**config.mk**
```make
export PLATFORM = sky130hd
export DESIGN_NAME = pll_ctrl_reg
export DESIGN_NICKNAME = d
export VERILOG_FILES = /design/src/rtl/pll_ctrl_pkg.sv /design/src/rtl/pll_lock_sync.sv /design/src/rtl/pll_lock_flag.sv /design/src/rtl/pll_ctrl_bits.sv /design/src/rtl/pll_ctrl_reg.sv
export SDC_FILE = /design/constraint.sdc
export NUM_CORES = 1
export LEC_CHECK = 0
export BUFFER_PORTS_ARGS = -buffer_cell sky130_fd_sc_hd__buf_4
export CAP_MARGIN = 20
export CORE_AREA = 3 3 40 42
export CTS_CLUSTER_SIZE = 8
export DETAILED_ROUTE_END_ITERATION = 16
export DIE_AREA = 0 0 43 45
export MAX_ROUTING_LAYER = met4
export PLACE_DENSITY = 0.77
export SLEW_MARGIN = 10
export SYNTH_ARGS = -nofsm -noshare
export SYNTH_HDL_FRONTEND = slang
export SYNTH_HIERARCHICAL = 1
export SYNTH_SLANG_ARGS = --single-unit
```
**constraint.sdc**
```tcl
create_clock -name clk_i -period 1.3 [get_ports clk_i]
set_input_delay 0.065 -clock clk_i [delete_from_list [all_inputs] [get_ports clk_i]]
set_output_delay 0.065 -clock clk_i [all_outputs]
set_load 0.05 [all_outputs]
```
**src/rtl/pll_ctrl_pkg.sv**
```systemverilog
package pll_ctrl_pkg;
  localparam int unsigned DATA_W   = 8;
  localparam int unsigned EN_BIT   = 7;
  localparam int unsigned FLAG_BIT = 6;
  localparam int unsigned ON_BIT   = 5;
  localparam int unsigned SEL_BIT  = 4;
  localparam int unsigned FILL_W   = 4;
  localparam logic [FILL_W-1:0] FILL_VAL = '1;
  localparam logic EN_RST  = 1'b0;
  localparam logic ON_RST  = 1'b1;
  localparam logic SEL_RST = 1'b0;
endpackage

```
**src/rtl/pll_lock_sync.sv**
```systemverilog
module pll_lock_sync #(
  parameter int unsigned STAGES = 2
) (
  input  logic clk_i,
  input  logic rst_ni,
  input  logic lock_i,
  output logic chg_o
);
  logic [STAGES-1:0] sync_q;
  logic              prev_q;

  generate
    if (STAGES == 1) begin : g_one
      always_ff @(posedge clk_i or negedge rst_ni)
        if (!rst_ni) sync_q <= '0;
        else         sync_q <= lock_i;
    end else begin : g_many
      always_ff @(posedge clk_i or negedge rst_ni)
        if (!rst_ni) sync_q <= '0;
        else         sync_q <= {sync_q[STAGES-2:0], lock_i};
    end
  endgenerate

  always_ff @(posedge clk_i or negedge rst_ni)
    if (!rst_ni) prev_q <= 1'b0;
    else         prev_q <= sync_q[STAGES-1];

  assign chg_o = sync_q[STAGES-1] ^ prev_q;
endmodule

```
**src/rtl/pll_lock_flag.sv**
```systemverilog
module pll_lock_flag (
  input  logic clk_i,
  input  logic rst_ni,
  input  logic set_i,
  input  logic clr_i,
  output logic flag_o
);
  // set wins so a lock event is never lost
  always_ff @(posedge clk_i or negedge rst_ni)
    if (!rst_ni)    flag_o <= 1'b0;
    else if (set_i) flag_o <= 1'b1;
    else if (clr_i) flag_o <= 1'b0;
endmodule

```
**src/rtl/pll_ctrl_bits.sv**
```systemverilog
module pll_ctrl_bits
  import pll_ctrl_pkg::*;
(
  input  logic              clk_i,
  input  logic              rst_ni,
  input  logic              we_i,
  input  logic              auto_i,
  input  logic [DATA_W-1:0] wdata_i,
  output logic              en_o,
  output logic              on_o,
  output logic              sel_o
);
  always_ff @(posedge clk_i or negedge rst_ni)
    if (!rst_ni) begin
      en_o  <= EN_RST;
      on_o  <= ON_RST;
      sel_o <= SEL_RST;
    end else if (we_i) begin
      if (auto_i) en_o <= wdata_i[EN_BIT];
      on_o  <= wdata_i[ON_BIT];
      sel_o <= wdata_i[SEL_BIT];
    end
endmodule

```
**src/rtl/pll_ctrl_reg.sv**
```systemverilog
module pll_ctrl_reg
  import pll_ctrl_pkg::*;
#(
  parameter int unsigned ADDR_W      = 8,
  parameter logic [ADDR_W-1:0] REG_ADDR = 8'h1C,
  parameter int unsigned SYNC_STAGES = 2
) (
  input  logic              clk_i,
  input  logic              rst_ni,
  input  logic [ADDR_W-1:0] addr_i,
  input  logic              wr_en_i,
  input  logic              rd_en_i,
  input  logic [DATA_W-1:0] wdata_i,
  input  logic              lock_i,
  input  logic              auto_i,
  output logic [DATA_W-1:0] rdata_o,
  output logic              irq_o,
  output logic              pll_on_o,
  output logic              base_sel_o
);
  logic hit_w, wr_hit_w, rd_hit_w, chg_w, flag_w, en_w;

  assign hit_w    = (addr_i == REG_ADDR);
  assign wr_hit_w = wr_en_i & hit_w;
  assign rd_hit_w = rd_en_i & hit_w;

  pll_lock_sync #(.STAGES(SYNC_STAGES)) u_sync (
    .clk_i, .rst_ni, .lock_i, .chg_o(chg_w)
  );

  pll_lock_flag u_flag (
    .clk_i, .rst_ni, .set_i(chg_w), .clr_i(rd_hit_w), .flag_o(flag_w)
  );

  pll_ctrl_bits u_bits (
    .clk_i, .rst_ni, .we_i(wr_hit_w), .auto_i, .wdata_i,
    .en_o(en_w), .on_o(pll_on_o), .sel_o(base_sel_o)
  );

  always_comb begin
    rdata_o = '0;
    if (hit_w) begin
      rdata_o[EN_BIT]     = en_w & auto_i;
      rdata_o[FLAG_BIT]   = flag_w & auto_i;
      rdata_o[ON_BIT]     = pll_on_o;
      rdata_o[SEL_BIT]    = base_sel_o;
      rdata_o[FILL_W-1:0] = FILL_VAL;
    end
  end

  assign irq_o = flag_w & en_w & auto_i;
endmodule

```
# Yosys cells after proc, flatten, opt, wreduce, memory -nomap -nowiden
# Cells that the tools add are included.
classes:
  n_eq_ne: 1
  mux: 3
  bitwise: 7
  reduce_logical: 2
ops:
  columns: ["operator", "n"]
  rows:
  - ["8-bit by 5-bit equality test with 1-bit output, second input constant", 1]
  - ["8-bit two-way mux", 1]
  - ["1-bit bitwise AND", 6]
  - ["1-bit two-way mux", 2]
  - ["2-bit AND reduction", 1]
  - ["2-bit nonzero test", 1]
  - ["1-bit bitwise XOR", 1]
word_totals:
  ff_bits: 7
  in_bits: 22
  output_inout_bits: 11
  wordCells: 19

# Longest topological paths before layout
# Gate-level depths: netlist (run 1).
depth:
  word_depth: 4
  mapped_depth: 5
  ltp_nobuf: 4

# Modules after synthesis
# Netlist (run 1), hierarchy kept.
by_module_without_submodules:
  columns: ["module", "instances", "cells_per_inst", "area_per_inst_um2", "seq_area_each_um2"]
  rows:
  - ["pll_ctrl_reg", 1, 22, 162.7, 0.0]
  - ["pll_ctrl_bits", 1, 7, 120.1, 76.3]
  - ["pll_lock_sync", 1, 4, 83.8, 75.1]
  - ["pll_lock_flag", 1, 3, 36.3, 25.0]

# Least setup slack after synthesis (run 1)
# No wires, ideal clock.
synth_path:
  path_kind: "reg2out"
  startpoint: "register u_bits.on_o"
  endpoint: "output rdata_o[5]"
  arrival_ps: 1444
  t_required_ps: 1235
  path_slack_ps: -209
  path_stages_with_launch: 3
  n_path_buf: 0
  cell_sequence: "dfstp_2 -> inv_1 -> nor3_2"
synth_via:
  elab_chain_cells: 1
synth_lines:
  columns: ["item", "line_no", "text"]
  rows:
  - ["start, declared", "pll_ctrl_bits.sv:10", "output logic on_o,"]
  - ["start signal, assigned", "pll_ctrl_bits.sv:20", "on_o <= wdata_i[ON_BIT];"]
  - ["8-bit two-way mux", "pll_ctrl_reg.sv:42", "if (hit_w) begin"]
  - ["end, declared", "pll_ctrl_reg.sv:16", "output logic [DATA_W-1:0] rdata_o,"]
# Every way passes these cells.

# Final worst setup path (run 1)
layout_path:
  startpoint: "input addr_i[5]"
  endpoint: "output rdata_o[2]"
layout_via:
  elab_chain_cells: 2
layout_lines:
  columns: ["item", "line_no", "text"]
  rows:
  - ["start, declared", "pll_ctrl_reg.sv:10", "input logic [ADDR_W-1:0] addr_i,"]
  - ["8-bit by 5-bit equality test with 1-bit output", "pll_ctrl_reg.sv:23", "assign hit_w = (addr_i == REG_ADDR);"]
  - ["8-bit two-way mux", "pll_ctrl_reg.sv:42", null]
# Every way passes these cells.

==> results of run 1 <==
## worst max-delay path, cell delays in order
cell and delay, ps:
buf_6 90, or4b_4 560, buf_12 170, nor2_4 170
buf_6 190
## placed cells by master (no fill, tap or decap), drive strengths merged
cell type,n
nand2,3
mux2,3
dlygate4sd3,2
xor2,1
nor2,1
nor3,6
clkbuf,4
buf,29
inv,5
dfrtp,6
dfstp,1
and3,1
or4b,1
nand4bb,1
a21o,1
## routing by layer
layer,wire (µm),up-vias
li1,-,172
met1,298,160
met2,564,17
met3,85,0
met4,0,0
met5,0,-
## state kept, by name (all words and copies together), names as in the netlist
name	flops
u_bits/sel_o	1
u_bits/on_o	1
u_flag/flag_o	1
u_bits/en_o	1
u_sync/sync_q	2
u_sync/prev_q	1
## final cells by class
cell class	instances	area (µm²)	share of cell area [%]
Timing Repair Buffer	31	292	40.1
Tap cell	15	18.8	2.58
Sequential cell	7	176	24.3
Inverter	5	18.8	2.58
Clock buffer	4	26.3	3.61
Multi-Input combinational cell	18	195	26.9
## logic make-up after synthesis
family | synth area share (%)
AO/OA/AOI/OAI | 1.86
XOR/XNOR | 2.17
buffers and inverters | 15.8
flip-flops | 43.8
multiplexers | 9.32
AND/OR/NAND/NOR | 27.0
## worst paths after layout
check / startpoint / end / slack, ps / depth (start not counted)
max in group asynchronous: rst_ni / u_bits/on_o$_DFFE_PN1P_ / 920 / 2
setup / recovery: addr_i[5] / rdata_o[2] / -6 / 5
hold reg to reg: u_sync/sync_q[0]$_DFF_PN0_ / u_sync/sync_q[1]$_DFF_PN0_ / 350 / 0
setup reg to reg: u_sync/sync_q[1]$_DFF_PN0_ / u_flag/flag_o$_DFFE_PN0P_ / 520 / 2
min in group asynchronous: rst_ni / u_sync/sync_q[0]$_DFF_PN0_ / 170 / 2
hold / removal: wdata_i[7] / u_bits/en_o$_DFFE_PN0P_ / 60 / 2
## power groups by stage
stage / combinational (W) / clock (W) / sequential (W)
finish: 0.0000995 / 0.000185 / 0.000233
global route: 0.000107 / 0.000216 / 0.000234
CTS: 0.0000966 / 0.000196 / 0.000233
detailed placement: 0.0000871 / 0 / 0.000237
global placement: 0.0000860 / 0 / 0.000236
floorplan: 0.0000265 / 0 / 0.000247
## per-stage QoR
stage | setup TNS, ps | util (%) | worst slack, ps | cells | total power (W)
global route | -204 | 56.6 | -53.0 | 80 | 0.000557
finish | -8.58 | 56.6 | -5.68 | 80 | 0.000518
global placement | -741 | 47.2 | -133 | 74 | 0.000322
floorplan | -662 | - | -159 | 36 | 0.000273
detailed placement | -930 | 47.2 | -160 | 74 | 0.000324
CTS | 0 | 55.0 | 6.52 | 80 | 0.000526
## repair_timing
action	4_1_cts	5_1_grt
gates cloned	0	0
setup endpoints to repair	7	6
pin swaps	2	1
hold buffers	2	0
hold endpoints to repair	8	0
gates resized for setup	13	6
==> summary.md, run 1 <==
| Metric | Value |
|---|---|
| Status | finished, violations left |
| Violated checks | setup timing |
| Post-route cell area | 727 µm² |
| Clk pwr share | between 30% and 40% |
| # IOs | 33 |
| Starting density of the core | 31.4% |
| Vias in the first global route | roughly 340 |
| Placed instance area | roughly 600 µm² |
| Synth area leaders | dfrtp_1, nor3_2, buf_4, dfstp_2, mux2_2 |
| RSZ-0062 raised after global routing | yes |
| Initial antenna violation count | 0 |
| Gpl congestion | around 0.66 |
| Core area | roughly 1300 µm² |
| Synth Register Bits | 7 |
| Grt met2 use | roughly a fifth |
| Via density | between 4 and 5 |
| Initial DRC Count | 0 |
| Worst-Margin Slew | ~280 ps |
| Port buffer count | 27 |
| Yosys cell types | 17 |
| Final worst slack | -5.68 ps |
| GR peak layer | met2 |
| DR pass1 iterations | 1 |
| Final setup viols | 2 |
| Final period util | 100% |
| Clock root cell | clkbuf_4 |
| FILL cells | approximately 110 |
| First-pass GRT wire length | 1380 µm |
| Post-synth EDFFs | 0 |
| Critical path type | input pin to output port |
| # DRC | 0 |
| DIE AREA | between 1500 and 2000 µm² |
| Leakage | 0.375 nW |
| Cell Area, Synth | 403 µm² |
| Part of the power in registers | 45.1% |
| Fmax | roughly 0.77 GHz |
| CTS sink cnt | 7 |
| Total track usage | about a tenth |
| Worst hold path type | input pin to flip-flop |
| Post-synth top cells | dfrtp_1, nor3_2, inv_1 |
| Ant. Diodes | 0 |
| Final Hold Viols | 0 |
| Max-Cap Viols | 0 |
| CTS Buffer Depth | 2 |
| Row cnt | 13 |
| Final min period | ~1300 ps |
| Postcts setup bufs | 0 |
| Leading area contributor after synthesis | dfrtp_1 |
| Syn_area_per_cell | around 11 µm² |
| Slew Viols, Final | 0 |
| Internal | roughly 0.0004 W |
| Net Sw Frac | a little under a quarter |
| Global route total overflow | 0 |
| Yosys Warn Count | 6 |
| Worst EP arrival | 1240 ps |
| Sw power | roughly 0.00012 W |
| Slew HR | roughly four fifths |
| Largest net degree at the start of global routing | 8 |
| Pwr per Cell Area | between 700 and 800 nW/µm² |
| DIE WIDTH | approximately 43 µm |
| Syn_nets | between 50 and 60 |
| Htree depth | 1 |
| Fraction of registers with async set/reset | between 90% and 100% |
| Hold_ws | between 60 and 70 ps |
| Area growth syn-to-layout | 80.4% |
| Routed vias | between 300 and 400 |
| CP endpoint kind | output port |
| Post-synthesis sequential area ratio | a little over two fifths |
| DP HPWL | between 700 and 800 µm |
| Top_reg_cell synth | dfrtp_1 |
| Share of layout cells above drive strength 1 | approximately 70% |
| Crit Path Max Fanout | 6 |
| Detail Route Antenna Nets | 0 |
| Num CTS Buffers | 3 |
| Worst EP required | roughly 1200 ps |
| Clock Latency Late Sink | approximately 240 ps |
| Final nets | slightly below 90 |
| Comb pwr share | a little under a fifth |
| Final WL | around 950 µm |
| Met1 Track Usage GR | 8.23% |
| Clock slew at reported path FFs | around 50 ps |
| Top-area cell type share of the netlist area | between 30% and 40% |
| Clock Skew | approximately 4.3 ps |
| Met3 usage | under 10% |
| Startpoint types | input pin |
| Die height | 45 µm |
| Maximum vdd drop | around 0.45 mV |
| WL per Instance | between 10 and 15 µm |
| Mapped Cells | 36 |
| Clock tree from TritonCTS | built |
(Power assumes the default switching activity.)
==> inputs of run 2 (changes only) <==
PLACE_DENSITY = 0.73   (was 0.77)
SYNTH_HIERARCHICAL = not set   (was 1)
==> run 2 against run 1 <==
- the run now ends clean
- highest routed layer unchanged
- worst setup slack better by 98 ps
- die area did not move
- area after synthesis decreased by 13%
- sequential power about the same
- routed wire length fell by 18%
- maximum frequency up 8.2%
- total power decreased by 2.9%
- clock skew shrank 1.4 ps
- first-iteration DRC count up 3
- via count decreased by 8.0%
- critical path type unchanged
- non-clock buffer count fell by 1
==> summary.md, run 2 <==
| Metric | Value |
|---|---|
| Top-area cell type share of the netlist area | 42.9% (+5.6 points) |
| Pwr per Cell Area | 844 nW/µm² (+19%) |
| Register area | 176 µm² (unchanged) |
| Detail Route Antenna Nets | 0 (unchanged) |
| Synth area leaders | dfrtp_1, mux2_2, buf_4, dfstp_2, nor4b_4 |
| Htree depth | 1 (unchanged) |
| Final nets | 80 (-9.1%) |
| Post-synth EDFFs | 0 (unchanged) |
| # DRC | 0 (unchanged) |
| Clock Skew | 2.84 ps (-1.43 ps) |
| Slew Viols, Final | 0 (unchanged) |
| Dpl cells | 66 (-11%) |
| Final setup viols | 0 (-2) |
| Vias in the first global route | 280 (-18%) |
| Worst EP arrival | 1140 ps (-100 ps) |
| CTS Buffer Depth | 2 (unchanged) |
| Commonest non-fill, non-tap cells in the layout | buf_4, dfrtp_1, and3_1, mux2_2, clkbuf_4 |
| DIE WIDTH | 43 µm (unchanged) |
| Total track usage | 8.67% (-1.7 points) |
| Max reg flops | 2 (unchanged) |
| Cell Area, Synth | 350 µm² (-13%) |
| Critical path type | input pin to output port |
| Via density | 4.46 (+2.2%) |
| Area of the multi-input gates | 144 µm² (-26%) |
| Starting density of the core | 27.3% (-4.1 points) |
| Status | complete, no violations |
| Setup_tns | 0 ps (+8.58 ps) |
| Worst-Margin Slew | 306 ps (+24.2 ps) |
| Yosys cell types | 13 (-4) |
| Routed vias | 321 (-8.0%) |
| Final period util | 92.9% (-7.6 points) |
| Max-Cap Viols | 0 (unchanged) |
| Final Hold Viols | 0 (unchanged) |
| Num CTS Buffers | 3 (unchanged) |
| Syn_area_per_cell | 13.0 µm² (+16%) |
| Share of layout cells above drive strength 1 | 70.2% (-0.59 points) |
| Clock Latency Late Sink | 240 ps (about the same) |
| Leading area contributor after synthesis | dfrtp_1 |
| Maximum vdd drop | 0.508 mV (+14%) |
| Crit Path Max Fanout | 6 (unchanged) |
| Core area | 1280 µm² (unchanged) |
| Clock tree from TritonCTS | built |
| Fraction of registers with async set/reset | 100% (unchanged) |
| DR pass1 iterations | 4 (+3) |
| Fmax | 0.828 GHz (+8.2%) |
| WL per Instance | 10.9 µm (-8.4%) |
| CTS sink cnt | 7 (unchanged) |
| Die height | 45 µm (unchanged) |
| FILL cells | 125 (+9.6%) |
| Post-synthesis sequential area ratio | 50.4% (+6.6 points) |
| CP endpoint kind | output port |
| Leakage | 0.316 nW (-16%) |
| Port buffer count | 27 (unchanged) |
| Most common cell after layout, fill and taps aside | buf_4 |
| Area growth syn-to-layout | 70.0% |
| Layout Cells excl Fill | 72 (-10%) |
| Top_reg_cell synth | dfrtp_1 |
| Clock slew at reported path FFs | 50 ps (about the same) |
| # IOs | 33 (unchanged) |
| Startpoint types | input pin |
| Most frequent cell after synthesis | dfrtp_1 |
| Post-layout util | 46.3% (-10 points) |
| DIE AREA | 1940 µm² (unchanged) |
| Total Power | 0.000503 W (-2.9%) |
| Initial DRC Count | 3 (+3) |
| Ant. Diodes | 0 (unchanged) |
| Yosys Warn Count | 0 (-6) |
| Biggest register | u_sync.sync_q |
| RSZ-0062 raised after global routing | no |
| Synth Register Bits | 7 (unchanged) |
| Hold_ws | 54.3 ps (-7.08 ps) |
| Global route total overflow | 0 (unchanged) |
| Gpl congestion | 0.666 (+0.38%) |
| Final min period | 1210 ps (-98.5 ps) |
| Worst hold path type | input pin to flip-flop |
| Row cnt | 13 (unchanged) |
| First-pass GRT wire length | 1160 µm (-16%) |
| Mapped Cells | 27 (-25%) |
| Syn_nets | 49 (-16%) |
| Initial antenna violation count | 0 (unchanged) |
| Post-synth top cells | dfrtp_1, buf_4, and3_1, mux2_2 |
| Final WL | 782 µm (-18%) |
| Worst EP required | 1240 ps (about the same) |
| Clock root cell | clkbuf_4 |
| Largest net degree at the start of global routing | 8 (unchanged) |
| Slew HR | 79.5% (-1.6 points) |
-- run 2: critical path, stage by stage --
cell and delay, ps:
buf_4 120, nor4b_4 350, and2_2 250, and3_1 160, buf_4 190
-- run 2: area by class of cell --
| type | instances | area share [%] |
|---|---|---|
| flip-flops and latches | 7 | 29.6 |
| repair buffers | 30 | 38.7 |
| clock buffers | 4 | 4.41 |
| multi-input cells | 16 | 24.2 |
| well taps | 15 | 3.15 |
-- run 2: final timing paths --
kind / from / to / slack [ps] / depth (start not counted)
worst min-delay path: wdata_i[4] / u_bits.sel_o$_DFFE_PN0P_ / 50 / 2
worst min register to register: u_sync.sync_q[0]$_DFF_PN0_ / u_sync.sync_q[1]$_DFF_PN0_ / 350 / 0
worst max-delay path: addr_i[5] / rdata_o[6] / 90 / 5
min in group asynchronous: rst_ni / u_sync.sync_q[0]$_DFF_PN0_ / 170 / 2
max in group asynchronous: rst_ni / u_bits.on_o$_DFFE_PN1P_ / 930 / 2
worst max register to register: u_sync.prev_q$_DFF_PN0_ / u_flag.flag_o$_DFFE_PN0P_ / 520 / 2
-- run 2: timing repair --
action | CTS | global route
hold buffers | 2 | 0
endpoints found under the hold margin | 8 | 0
endpoints found under the setup margin | 0 | 0
resized for setup | 0 | 0
setup buffers | 0 | 0
-- run 2: kinds of logic after synthesis --
kind of cell / after synthesis / share of synthesized area (%)
xor gates and xnor gates: 1 / 2.50
DFF: 7 / 50.4
buffers and inverters: 4 / 8.57
muxes: 3 / 9.64
AOI/OAI and AO/OA: 1 / 2.14
and+or+nand+nor: 11 / 26.8
-- run 2: per-layer routing --
| metal | vias up | global-route usage, % | share of wire (%) |
|---|---|---|---|
| met3 | 0 | 4.78 | 20 |
| met2 | 25 | 13.2 | 46 |
| met4 | 0 | 7.23 | 0 |
| met5 | - | - | 0 |
| li1 | 156 | - | - |
| met1 | 140 | 7.96 | 34 |
-- run 2: where the power goes --
group	internal, W	switching [W]
Clock	0.000117	0.0000708
Combinational	0.0000486	0.0000340
Sequential	0.000228	0.00000445
Total	0.000393	0.000109
-- run 2: metrics by stage --
step	cell area, µm²	setup WS (ps)
finish	596	92.8
global route	596	6.54
CTS	596	67.5
detailed placement	549	55.5
global placement	549	82.4
floorplan	350	141
==> inputs of run 3 (changes only) <==
clock period = 1.55 ns   (was 1.3 ns; I/O delays follow)
==> run 3 against run 2 <==
- count of clock-buffer cells in the layout unchanged
- register-to-register slack gained 240 ps
- highest routed layer unchanged
- clock skew rose by 0.93 ps
- cell area shrank 1.3%
- sequential power is 16% lower
- global-route usage rose by 0.42 points
- sequential cell count unchanged
- total power fell by 16%
- routed wire length fell by 3.8%
- combinational power shrank 18%
==> summary.md, run 3 (synthesis gave the netlist of run 2 again) <==
| Metric | Value |
|---|---|
| Worst EP arrival | 1170 ps (+30 ps) |
| Max reg flops | 2 (unchanged) |
| Most numerous cell on the critical path | buf_4 |
| Starting density of the core | 27.3% (unchanged) |
| Worst hold path type | input pin to flip-flop |
| Final setup viols | 0 (unchanged) |
| # DRC | 0 (unchanged) |
| Biggest register | u_sync.sync_q |
| CTS Buffer Depth | 2 (unchanged) |
| WL per Instance | 10.6 µm (-2.5%) |
| Clock tree from TritonCTS | built |
| Detail Route Antenna Nets | 0 (unchanged) |
| Routed vias | 311 (-3.1%) |
| Num CTS Buffers | 3 (unchanged) |
| Commonest non-fill, non-tap cells in the layout | buf_4, dfrtp_1, and3_1, mux2_2, clkbuf_4 |
| Max-Cap Viols | 0 (unchanged) |
| Total track usage | 9.09% (+0.42 points) |
| Port buffer count | 27 (unchanged) |
| Slew HR | 78.3% (-1.3 points) |
| CP delay by family, top | simple AND/OR/NAND/NOR gates |
| Crit Path Max Fanout | 6 (unchanged) |
| Core area | 1280 µm² (unchanged) |
| DIE WIDTH | 43 µm (unchanged) |
| Ant. Diodes | 0 (unchanged) |
| RSZ-0062 raised after global routing | no |
| Leakage | 0.310 nW (-1.7%) |
| # IOs | 33 (unchanged) |
| DR pass1 iterations | 2 (-2) |
| Clock Latency Late Sink | 240 ps (about the same) |
| CP peak stage delay | 370 ps (+20 ps) |
| CTS sink cnt | 7 (unchanged) |
| CP bufs+invs | 2 (unchanged) |
| Setup_tns | 0 ps (unchanged) |
| Htree depth | 1 (unchanged) |
| Worst-Margin Slew | 325 ps (+18.9 ps) |
| Area growth syn-to-layout | 67.9% |
| Die height | 45 µm (unchanged) |
| Final min period | about 1300 ps |
| Initial DRC Count | 2 (-1) |
| Gpl congestion | 0.676 (+1.4%) |
| Pwr per Cell Area | 719 nW/µm² (-15%) |
| DIE AREA | 1940 µm² (unchanged) |
| Worst-path cell chain | buf_4 > nor4b_4 > and2_2 > and3_1 > buf_4 |
| Share of layout cells above drive strength 1 | 69.6% (-0.53 points) |
| Placed instance area | 542 µm² (-1.4%) |
| Vias in the first global route | 312 (+11%) |
| Final Hold Viols | 0 (unchanged) |
| Worst Setup SP | addr_i[5] |
| Maximum vdd drop | 0.333 mV (-34%) |
| Most common cell after layout, fill and taps aside | buf_4 |
| Worst reg2reg startpoint | u_sync.sync_q[1]$_DFF_PN0_ |
| Status | complete, no violations |
| Initial antenna violation count | 0 (unchanged) |
| CP endpoint kind | output port |
| Max stage delay cell, worst path | nor4b_4 |
| Fmax | around 0.8 GHz |
| Postcts setup bufs | 0 (unchanged) |
| Via density | 4.38 (-1.8%) |
| Hold path start | wdata_i[7] |
| Slew Viols, Final | 0 (unchanged) |
| Global route total overflow | 0 (unchanged) |
| Post-route cell area | 588 µm² (-1.3%) |
| Startpoint types | input pin |
| Final WL | 752 µm (-3.8%) |
| Largest net degree at the start of global routing | 8 (unchanged) |
| First-pass GRT wire length | 1260 µm (+8.9%) |
| Worst EP required | 1470 ps (+230 ps) |
| Clock Skew | 3.77 ps (+0.928 ps) |
| Critical path type | input pin to output port |
| Clock slew at reported path FFs | 50 ps (about the same) |
| Final period util | between 80% and 90% |
| Clock root cell | clkbuf_4 |
| Final nets | 79 (-1.3%) |
| Row cnt | 13 (unchanged) |
## run 3: cell count changes in the layout (fill, tap and decap cells not counted)
cell,before,now
buf_4,28,27
## run 3: area by class of cell
cell class	instances	area, µm²
multi-input combinational	16	144
sequential	7	176
tap	15	18.8
clock buffer	4	26.3
fill	126	697
timing repair buffer	29	223
## run 3: worst register-to-register path, cell delays in order, from the launching register on
cell     delay (ps)
dfrtp_1         380
xor2_1          140
a21o_1          150
## run 3: layer usage
layer / vias to the layer above / track usage (%) / share of wire, %
li1: 151 / - / -
met1: 137 / 9.65 / 39
met2: 23 / 12.9 / 43
met3: 0 / 4.38 / 17
met4: 0 / 7.23 / 0
met5: - / - / 0
## run 3: final timing paths
kind | to | slack, ps | depth (start not counted)
worst max-delay path | rdata_o[7] | 300 | 5
worst min-delay path | u_bits.en_o$_DFFE_PN0P_ | 70 | 2
worst max register to register | u_flag.flag_o$_DFFE_PN0P_ | 760 | 2
worst min register to register | u_sync.sync_q[1]$_DFF_PN0_ | 350 | 0
max in group asynchronous | u_bits.on_o$_DFFE_PN1P_ | 1180 | 2
min in group asynchronous | u_sync.sync_q[0]$_DFF_PN0_ | 170 | 2
## run 3: power by group
part | switching, W | total (W) | internal [W]
Sequential | 0.00000390 | 0.000195 | 0.000191
Combinational | 0.0000278 | 0.0000678 | 0.0000399
Clock | 0.0000617 | 0.000160 | 0.0000979
Total | 0.0000934 | 0.000423 | 0.000329
## run 3: stage by stage
stage / hold slack (ps) / worst slack (ps) / util [%] / power, W / instances
6_report: 65.4 / 299 / 45.8 / 0.000423 / 71
5_1_grt: 48.2 / 188 / 45.8 / 0.000450 / 71
4_1_cts: 56.6 / 287 / 45.8 / 0.000434 / 71
3_5_place_dp: -107 / 287 / 42.2 / 0.000263 / 65
3_3_place_gp: -109 / 289 / 42.2 / 0.000262 / 65
2_1_floorplan: -218 / 366 / - / 0.000220 / 27
## run 3: what timing repair did
item                      CTS  global route
hold buffers                2             0
hold endpoints to repair    8             0
gates resized for setup     0             0
